[src/rtl/sdr_rd_pkg.sv]
package sdr_rd_pkg;

    typedef enum logic [1:0] {
        CMD_NOP = 2'd0,
        CMD_ACT = 2'd1,
        CMD_RD  = 2'd2,
        CMD_RDA = 2'd3
    } sdr_cmd_e;

    typedef enum logic [2:0] {
        ST_IDLE,
        ST_ACT,
        ST_RD,
        ST_DRAIN,
        ST_TAP
    } seq_state_e;

    typedef struct packed {
        logic       bus32;
        logic [1:0] trp;
    } rd_cfg_t;

    function automatic logic [7:0] size_bytes(input logic [2:0] sz);
        case (sz)
            3'd1:    return 8'd2;
            3'd2:    return 8'd4;
            3'd3:    return 8'd16;
            3'd4:    return 8'd128;
            default: return 8'd1;
        endcase
    endfunction

    function automatic logic [7:0] beat_total(input logic [2:0] sz, input logic bus32);
        logic [7:0] b;
        b = bus32 ? (size_bytes(sz) >> 2) : (size_bytes(sz) >> 1);
        if (b == 8'd0) b = 8'd1;
        return b;
    endfunction

    function automatic logic [2:0] col_step(input logic bus32);
        return bus32 ? 3'd4 : 3'd2;
    endfunction

endpackage

[src/rtl/sdr_rd_ctrl.sv]
module sdr_rd_ctrl
    import sdr_rd_pkg::*;
#(
    parameter int CNT_W  = 7,
    parameter int BANK_W = 2
) (
    input  logic              clk,
    input  logic              rst,
    input  logic              req_valid,
    input  logic [BANK_W-1:0] req_bank,
    input  logic [BANK_W-1:0] cur_bank,
    input  logic [2:0]        req_size,
    input  rd_cfg_t           req_cfg,
    input  logic              drain_done,
    output logic              req_ready,
    output logic              accept,
    output logic              rd_issue,
    output logic              draining,
    output sdr_cmd_e          cmd,
    output rd_cfg_t           cfg_q
);

    seq_state_e       state_q;
    logic [CNT_W-1:0] left_q;
    logic [1:0]       tap_q;
    logic             wait_open;

    assign wait_open = (state_q == ST_TAP) && (req_bank != cur_bank);
    assign req_ready = (state_q == ST_IDLE) || wait_open;
    assign accept    = req_valid && req_ready;
    assign rd_issue  = (state_q == ST_RD);
    assign draining  = (state_q == ST_DRAIN);

    always_ff @(posedge clk) begin
        if (rst) begin
            state_q <= ST_IDLE;
            left_q  <= '0;
            tap_q   <= '0;
            cfg_q   <= '0;
        end else begin
            unique case (state_q)
                ST_IDLE, ST_TAP: begin
                    if (accept) begin
                        state_q <= ST_ACT;
                        left_q  <= CNT_W'(beat_total(req_size, req_cfg.bus32));
                        cfg_q   <= req_cfg;
                    end else if (state_q == ST_TAP) begin
                        if (tap_q == 2'd0) state_q <= ST_IDLE;
                        else               tap_q   <= 2'(tap_q - 2'd1);
                    end
                end
                ST_ACT: state_q <= ST_RD;
                ST_RD: begin
                    left_q <= CNT_W'(left_q - 1'b1);
                    if (left_q == CNT_W'(1)) state_q <= ST_DRAIN;
                end
                ST_DRAIN: begin
                    if (drain_done) begin
                        state_q <= ST_TAP;
                        tap_q   <= cfg_q.trp;
                    end
                end
                default: state_q <= ST_IDLE;
            endcase
        end
    end

    always_comb begin
        unique case (state_q)
            ST_ACT:  cmd = CMD_ACT;
            ST_RD:   cmd = (left_q == CNT_W'(1)) ? CMD_RDA : CMD_RD;
            default: cmd = CMD_NOP;
        endcase
    end

    assert_act_follows_R2: assert property (@(posedge clk) disable iff (rst)
        accept |=> cmd == CMD_ACT);
    assert_read_train_R4: assert property (@(posedge clk) disable iff (rst)
        (cmd == CMD_ACT || cmd == CMD_RD) |=> (cmd == CMD_RD || cmd == CMD_RDA));
    assert_autopre_last_R4: assert property (@(posedge clk) disable iff (rst)
        cmd == CMD_RDA |=> cmd == CMD_NOP);
    assert_wait_other_bank_R8: assert property (@(posedge clk) disable iff (rst)
        (state_q == ST_TAP && accept) |=> cur_bank != $past(cur_bank));
    assert_busy_R10: assert property (@(posedge clk) disable iff (rst)
        (state_q == ST_ACT || state_q == ST_RD || state_q == ST_DRAIN) |-> !req_ready);

endmodule

[src/rtl/sdr_rd_addr.sv]
module sdr_rd_addr
    import sdr_rd_pkg::*;
#(
    parameter int ROW_W  = 13,
    parameter int BANK_W = 2,
    parameter int COL_W  = 10,
    parameter int AO_W   = 13
) (
    input  logic                            clk,
    input  logic                            rst,
    input  logic                            accept,
    input  logic [ROW_W+BANK_W+COL_W-1:0]   req_addr,
    input  logic                            req_bus32,
    input  logic                            rd_issue,
    input  logic                            bus32_q,
    input  sdr_cmd_e                        cmd,
    output logic [AO_W-1:0]                 sd_addr,
    output logic [BANK_W-1:0]               sd_bank
);

    localparam int BANK_LO = COL_W;
    localparam int ROW_LO  = COL_W + BANK_W;

    logic [ROW_W-1:0]  row_q;
    logic [BANK_W-1:0] bank_q;
    logic [COL_W-1:0]  col_q;
    logic [COL_W-1:0]  col_in;
    logic [COL_W-1:0]  col_base;
    logic [COL_W-1:0]  step;

    assign col_in   = req_addr[COL_W-1:0];
    assign col_base = req_bus32 ? (col_in & ~COL_W'(3)) : (col_in & ~COL_W'(1));
    assign step     = COL_W'(col_step(bus32_q));

    always_ff @(posedge clk) begin
        if (rst) begin
            row_q  <= '0;
            bank_q <= '0;
            col_q  <= '0;
        end else if (accept) begin
            row_q  <= req_addr[ROW_LO +: ROW_W];
            bank_q <= req_addr[BANK_LO +: BANK_W];
            col_q  <= col_base;
        end else if (rd_issue) begin
            col_q  <= COL_W'(col_q + step);
        end
    end

    always_comb begin
        unique case (cmd)
            CMD_ACT:         sd_addr = AO_W'(row_q);
            CMD_RD, CMD_RDA: sd_addr = AO_W'(col_q);
            default:         sd_addr = '0;
        endcase
    end

    assign sd_bank = bank_q;

    assert_col_step_R5: assert property (@(posedge clk) disable iff (rst)
        ((cmd == CMD_RD || cmd == CMD_RDA) && $past(cmd) == CMD_RD)
        |-> sd_addr[COL_W-1:0] == COL_W'($past(sd_addr[COL_W-1:0]) + step));
    assert_bank_hold_R5: assert property (@(posedge clk) disable iff (rst)
        (cmd == CMD_RD || cmd == CMD_RDA) |-> $stable(sd_bank));

endmodule

[src/rtl/sdr_rd_capture.sv]
module sdr_rd_capture #(
    parameter int CAS_LAT = 2,
    parameter int BUF_W   = 1024,
    parameter int CNT_W   = 7
) (
    input  logic             clk,
    input  logic             rst,
    input  logic             accept,
    input  logic             rd_issue,
    input  logic             bus32_q,
    input  logic             draining,
    input  logic [31:0]      dq_in,
    output logic             drain_done,
    output logic             done,
    output logic [BUF_W-1:0] data
);

    localparam int OFF_W = $clog2(BUF_W);

    logic [CAS_LAT-1:0] pipe_q;
    logic [CNT_W-1:0]   idx_q;
    logic [OFF_W-1:0]   off;
    logic               cap;

    assign cap        = pipe_q[CAS_LAT-1];
    assign drain_done = cap && (pipe_q[CAS_LAT-2:0] == '0);
    assign off        = bus32_q ? OFF_W'({idx_q, 5'b0}) : OFF_W'({idx_q, 4'b0});

    always_ff @(posedge clk) begin
        if (rst) begin
            pipe_q <= '0;
            idx_q  <= '0;
            data   <= '0;
            done   <= 1'b0;
        end else begin
            pipe_q <= {pipe_q[CAS_LAT-2:0], rd_issue};
            done   <= draining && drain_done;
            if (accept) begin
                data  <= '0;
                idx_q <= '0;
            end else if (cap) begin
                if (bus32_q) data[off +: 32] <= dq_in;
                else         data[off +: 16] <= dq_in[15:0];
                idx_q <= CNT_W'(idx_q + 1'b1);
            end
        end
    end

    assert_done_single_R7: assert property (@(posedge clk) disable iff (rst)
        done |=> !done);
    assert_clean_start_R6: assert property (@(posedge clk) disable iff (rst)
        accept |-> pipe_q == '0);

endmodule

[src/rtl/sdr_burst_rd.sv]
module sdr_burst_rd
    import sdr_rd_pkg::*;
#(
    parameter int ROW_W     = 13,
    parameter int BANK_W    = 2,
    parameter int COL_W     = 10,
    parameter int CAS_LAT   = 2,
    parameter int MAX_BYTES = 128,
    localparam int HOST_AW  = ROW_W + BANK_W + COL_W,
    localparam int AO_W     = (ROW_W > COL_W) ? ROW_W : COL_W,
    localparam int BUF_W    = MAX_BYTES * 8
) (
    input  logic               clk,
    input  logic               rst,
    input  logic               req_valid,
    input  logic [HOST_AW-1:0] req_addr,
    input  logic [2:0]         req_size,
    input  logic               req_bus32,
    input  logic [1:0]         req_trp,
    output logic               req_ready,
    output logic [1:0]         sd_cmd,
    output logic [BANK_W-1:0]  sd_bank,
    output logic [AO_W-1:0]    sd_addr,
    input  logic [31:0]        dq_in,
    output logic               rd_done,
    output logic [BUF_W-1:0]   rd_data
);

    localparam int CNT_W = $clog2(MAX_BYTES / 2) + 1;

    rd_cfg_t  req_cfg;
    rd_cfg_t  cfg_q;
    sdr_cmd_e cmd;
    logic     accept;
    logic     rd_issue;
    logic     draining;
    logic     drain_done;

    assign req_cfg = '{bus32: req_bus32, trp: req_trp};
    assign sd_cmd  = cmd;

    sdr_rd_ctrl #(.CNT_W(CNT_W), .BANK_W(BANK_W)) u_ctrl (
        .clk        (clk),
        .rst        (rst),
        .req_valid  (req_valid),
        .req_bank   (req_addr[COL_W +: BANK_W]),
        .cur_bank   (sd_bank),
        .req_size   (req_size),
        .req_cfg    (req_cfg),
        .drain_done (drain_done),
        .req_ready  (req_ready),
        .accept     (accept),
        .rd_issue   (rd_issue),
        .draining   (draining),
        .cmd        (cmd),
        .cfg_q      (cfg_q)
    );

    sdr_rd_addr #(.ROW_W(ROW_W), .BANK_W(BANK_W), .COL_W(COL_W), .AO_W(AO_W)) u_addr (
        .clk       (clk),
        .rst       (rst),
        .accept    (accept),
        .req_addr  (req_addr),
        .req_bus32 (req_bus32),
        .rd_issue  (rd_issue),
        .bus32_q   (cfg_q.bus32),
        .cmd       (cmd),
        .sd_addr   (sd_addr),
        .sd_bank   (sd_bank)
    );

    sdr_rd_capture #(.CAS_LAT(CAS_LAT), .BUF_W(BUF_W), .CNT_W(CNT_W)) u_cap (
        .clk        (clk),
        .rst        (rst),
        .accept     (accept),
        .rd_issue   (rd_issue),
        .bus32_q    (cfg_q.bus32),
        .draining   (draining),
        .dq_in      (dq_in),
        .drain_done (drain_done),
        .done       (rd_done),
        .data       (rd_data)
    );

endmodule

[config.mk]
export PLATFORM = sky130hd
export DESIGN_NAME = sdr_burst_rd
export DESIGN_NICKNAME = d
export VERILOG_FILES = /design/src/rtl/sdr_rd_pkg.sv /design/src/rtl/sdr_rd_ctrl.sv /design/src/rtl/sdr_rd_addr.sv /design/src/rtl/sdr_rd_capture.sv /design/src/rtl/sdr_burst_rd.sv
export SDC_FILE = /design/constraint.sdc
export NUM_CORES = 2
export LEC_CHECK = 0
export BUFFER_PORTS_ARGS = -buffer_cell sky130_fd_sc_hd__buf_2
export CORE_AREA = 2 2 427 429
export CTS_BUF_LIST = sky130_fd_sc_hd__clkbuf_4 sky130_fd_sc_hd__clkbuf_8
export DETAILED_ROUTE_END_ITERATION = 8
export DIE_AREA = 0 0 429 431
export GPL_TIMING_DRIVEN = 0
export PLACE_DENSITY_LB_ADDON = 0.15
export SYNTH_ARGS = -nofsm -noshare
export SYNTH_HDL_FRONTEND = slang
export SYNTH_HIERARCHICAL = 1
export SYNTH_SLANG_ARGS = --single-unit
[constraint.sdc]
create_clock -name clk -period 5.5 [get_ports clk]
set_clock_uncertainty 0.05 [all_clocks]
set_input_delay 0.55 -clock clk [delete_from_list [all_inputs] [get_ports clk]]
set_output_delay 0.55 -clock clk [all_outputs]
set_load 0.01 [all_outputs]
==> results.md <==
* Clk sinks at 1,072
* Rel. slew slack at -0.177
* Vias in the first global route at 55,600
* Fin worst setup slack at -0.0544 ns
* First drt pass iteration count at 8
* Number of DRC violations after detailed routing at 0
* Largest net degree at the start of global routing at 20
* First-pass GRT wire length at 543,000 µm
* Number of pins with negative max-slew slack in the final report at 104
* CP required at 6.31 ns
* Min-Delay Path Class: input pin to flip-flop
* Finished Layout Cells at 9,816
* Post-synthesis adder-cell area fraction at 0.00225
* Reg-to-reg endpoint: u_cap/data[547]$_SDFFE_PP0P_
* Unique masters post-synth at 108
* Final WL at 426,000 µm
* Synthesized netlist cell count at 5,812
* GR Util All Layers at 0.439
* Startpoint of the worst-slack reg-to-reg timing path: u_ctrl/cfg_q[2]$_SDFFE_PP0P_
* Finished Core Util at 0.358
* Launch point of the worst hold path: dq_in[9]
* Worst r2r path cells at 17
* Final Critical Period at 5.55 ns
* Endpoints failing hold at 0
* Fraction of the mapped netlist area in compound gates at 0.312
* Insertion delay of the later-clocked pin in the worst-skew pair at 1.04 ns
* Slew at the pin with the worst max-slew slack at 1.76 ns
* Crit Path Category: flip-flop to flip-flop
* Die Outline Area at 185,000 µm²
* Most frequent cells in the layout: sky130_fd_sc_hd__buf_2, sky130_fd_sc_hd__dfxtp_1, sky130_fd_sc_hd__nor2_1
* Post-synthesis mux area share at 0.0100
* Row Count at 156
* Clock tree from TritonCTS: done
* Fraction of layout cells with a size suffix above 1 at 0.298
* Number of maximum-capacitance violations at 12
* DP Cell Count at 9,319
* Number of buffer cells added on primary ports at 1,085
* Post-synth EDFFs at 0
* Sequential fraction of the synthesis area at 0.449
* Net count of the finished layout at 7,325
* Min-Delay Path Depth at 5
* Register-to-Register Setup Slack at -0.05 ns
* Worst-case hold path end point: u_cap/data[585]$_SDFFE_PP0P_
* Area fraction in and, or, nand and nor cells after synthesis at 0.166
* Yosys warning total at 6
* Detailed-route wire length per cell at 43.4 µm
* Type of element capturing the critical path: flip-flop
* Post-synthesis sequential element count at 1,072
* Leading cell type in the layout, fill and taps excluded: sky130_fd_sc_hd__buf_2
* Initial standard-cell utilization of the core at 0.265
* Vias after detailed routing at 60,800
* Post-Synth XOR/XNOR Area at 0.00343
* Unrepaired setup endpoints after global routing: no
* Max frequency at 180 MHz
* Detail Route Antenna Nets at 0
* Period Utilization, post-route at 1.01
* Post-synthesis instance area at 47,800 µm²
* Average footprint of a synthesized cell at 8.22 µm²
* Number of buffers between clock root and the deepest sink at 3
* Chip width at 429 µm
* Crit path arrival time at 6.37 ns
* H-Tree Depth at 4
* Nature of the critical path startpoint: flip-flop
* Run status: finished with violations
* Maximum fanout along the worst path at 19
* Iter 0 DRT Violations at 8,862
* Number of buffers created by CTS at 199
* Number of nets produced by synthesis at 5,886
* Final setup violation count at 5
* Combinational family with the most area after synthesis: compound AO/OA/AOI/OAI gates
* Number of placed I/O pins at 1,109
* Worst ir drop on vdd at 0.207 mV
* Signed area change from the synthesized netlist to the final layout at 35.2%
* Violations in the final reports: capacitance limit, slew limit, setup timing
* Via density at 6.19
* Leakage component of the power at 25.6 nW
* Area of the core at 180,000 µm²
* Async SR Flop Fraction at 0
* Register clock-pin slew on the reported worst setup and hold paths at 0.07 ns
* Gpl congestion at 1.05
* Antenna violations before repair at 56
* Root buffer selected by CTS: sky130_fd_sc_hd__clkbuf_8
* Die Height at 431 µm
* Dominant synthesized flop cell: sky130_fd_sc_hd__dfxtp_1
* PD cells at 281 nW/µm²
* Placed wire-length estimate at 324,000 µm
* Residual overflow from global routing at 0
==> worst max-delay path: stages, from the launching register on <==
cell	delay, ns
sky130_fd_sc_hd__dfxtp_4	0.53
sky130_fd_sc_hd__buf_6	0.24
sky130_fd_sc_hd__buf_6	0.23
sky130_fd_sc_hd__buf_8	0.22
sky130_fd_sc_hd__clkbuf_16	0.24
sky130_fd_sc_hd__buf_8	0.21
sky130_fd_sc_hd__buf_8	0.22
sky130_fd_sc_hd__mux2i_2	0.28
sky130_fd_sc_hd__ha_1	0.20
sky130_fd_sc_hd__buf_6	0.19
sky130_fd_sc_hd__nor3b_4	0.41
sky130_fd_sc_hd__a211oi_2	0.20
sky130_fd_sc_hd__or2_2	0.46
sky130_fd_sc_hd__nand2_2	0.36
sky130_fd_sc_hd__nor2_1	0.11
sky130_fd_sc_hd__clkbuf_4	0.30
sky130_fd_sc_hd__a32oi_1	0.70
sky130_fd_sc_hd__a211oi_1	0.16
==> per-stage QoR <==
stage               worst slack (ns)  hold WS, ns  power [mW]  cell area, µm²  TNS [ns]
floorplan                      0.512        0.363        8.44           47800         0
global placement               -4.92        0.388        9.21           56200  -3911.19
detailed placement             -4.71        0.394        9.25           57300  -3567.59
CTS                         -0.00412       0.0135        18.1           64200  -0.00593
global route                  0.0118        0.146        18.4           64500         0
finish                       -0.0544        0.134        18.1           64600    -0.199
==> final cells by class <==
cell class,count,area [µm²]
Antenna cell,34,85.1
Inverter,32,121
Clock buffer,316,3960
Multi-Input combinational cell,4075,24900
Fill cell,19400,116000
Timing Repair Buffer,1244,7390
Tap cell,2370,2970
Sequential cell,1072,21500
Clock inverter,46,526
Buffer,627,3140
==> logic make-up (layout without fill, tap and decap cells) <==
family	count (synthesis)	in the layout
AO/OA/AOI/OAI	2212	2212
AND/OR/NAND/NOR	1792	1792
flip-flops	1072	1072
buffers and inverters	665	2265
multiplexers	46	46
XOR/XNOR	17	17
adder cells (fa/ha/maj)	8	8
other	0	34
==> registers in the layout (all words and copies together), names as in the netlist <==
name            cells
u_ctrl/state_q      3
u_cap/idx_q         6
u_addr/col_q        9
u_ctrl/cfg_q        3
u_addr/row_q       13
u_addr/sd_bank      2
u_cap/pipe_q        2
u_ctrl/tap_q        2
u_ctrl/left_q       7
u_cap/done          1
u_cap/data       1024
==> power by group <==
part	leakage, nW	internal (mW)	switching [mW]
clock	2.38	4.98	3.91
combinational	14.6	0.245	1.17
sequential	8.64	7.79	0.0248
==> Yosys cell counts, drive strengths merged (29+ instances only) <==
cell type  number  area [µm²]
a32oi          75         664
nand2         435        1640
nor3          236        1250
nand3          90         460
and2           37         231
dfxtp        1072       21500
mux2i          41         423
nor2          842        3200
a22oi         291        2200
o21ai         519        2600
nor2b          49         307
a221oi        227        2010
a22o           67         587
a21oi         463        2330
inv            29         109
buf           172         897
clkbuf        461        1730
a31oi          82         513
a211oi        249        1880
==> timing repair <==
| action | in CTS | in global routing |
|---|---|---|
| endpoints found under the hold margin | 38 | 0 |
| setup buffers | 63 | 8 |
| hold buffers | 35 | 0 |
| setup endpoints to repair | 1028 | 835 |
| resized for setup | 451 | 63 |
| pin swaps | 27 | 7 |
==> worst max path at each step <==
stage	start	to	slack [ns]	depth (start not counted)
finish	u_ctrl/cfg_q[2]$_SDFFE_PP0P_	u_cap/data[547]$_SDFFE_PP0P_	-0.05	17
global route	u_cap/idx_q[0]$_SDFFE_PP0P_	u_cap/data[490]$_SDFFE_PP0P_	0.01	14
CTS	u_ctrl/cfg_q[2]$_SDFFE_PP0P_	u_cap/data[685]$_SDFFE_PP0P_	-0.004	19
detailed placement	u_ctrl/cfg_q[2]$_SDFFE_PP0P_	u_cap/data[35]$_SDFFE_PP0P_	-4.71	20
global placement	u_ctrl/cfg_q[2]$_SDFFE_PP0P_	u_cap/data[32]$_SDFFE_PP0P_	-4.92	20
floorplan	u_ctrl/cfg_q[2]$_SDFFE_PP0P_	u_cap/data[976]$_SDFFE_PP0P_	0.51	21
==> metal layers <==
| layer | vias up | share of wire | track usage |
|---|---|---|---|
| met3 | 1397 | 0.12 | 0.172 |
| li1 | 24400 | - | - |
| met2 | 4790 | 0.41 | 0.633 |
| met4 | 16 | 0.10 | 0.382 |
| met5 | - | 0.00043 | 0.00390 |
| met1 | 30100 | 0.36 | 0.504 |
Note: power is estimated with default switching activity, not from simulation.
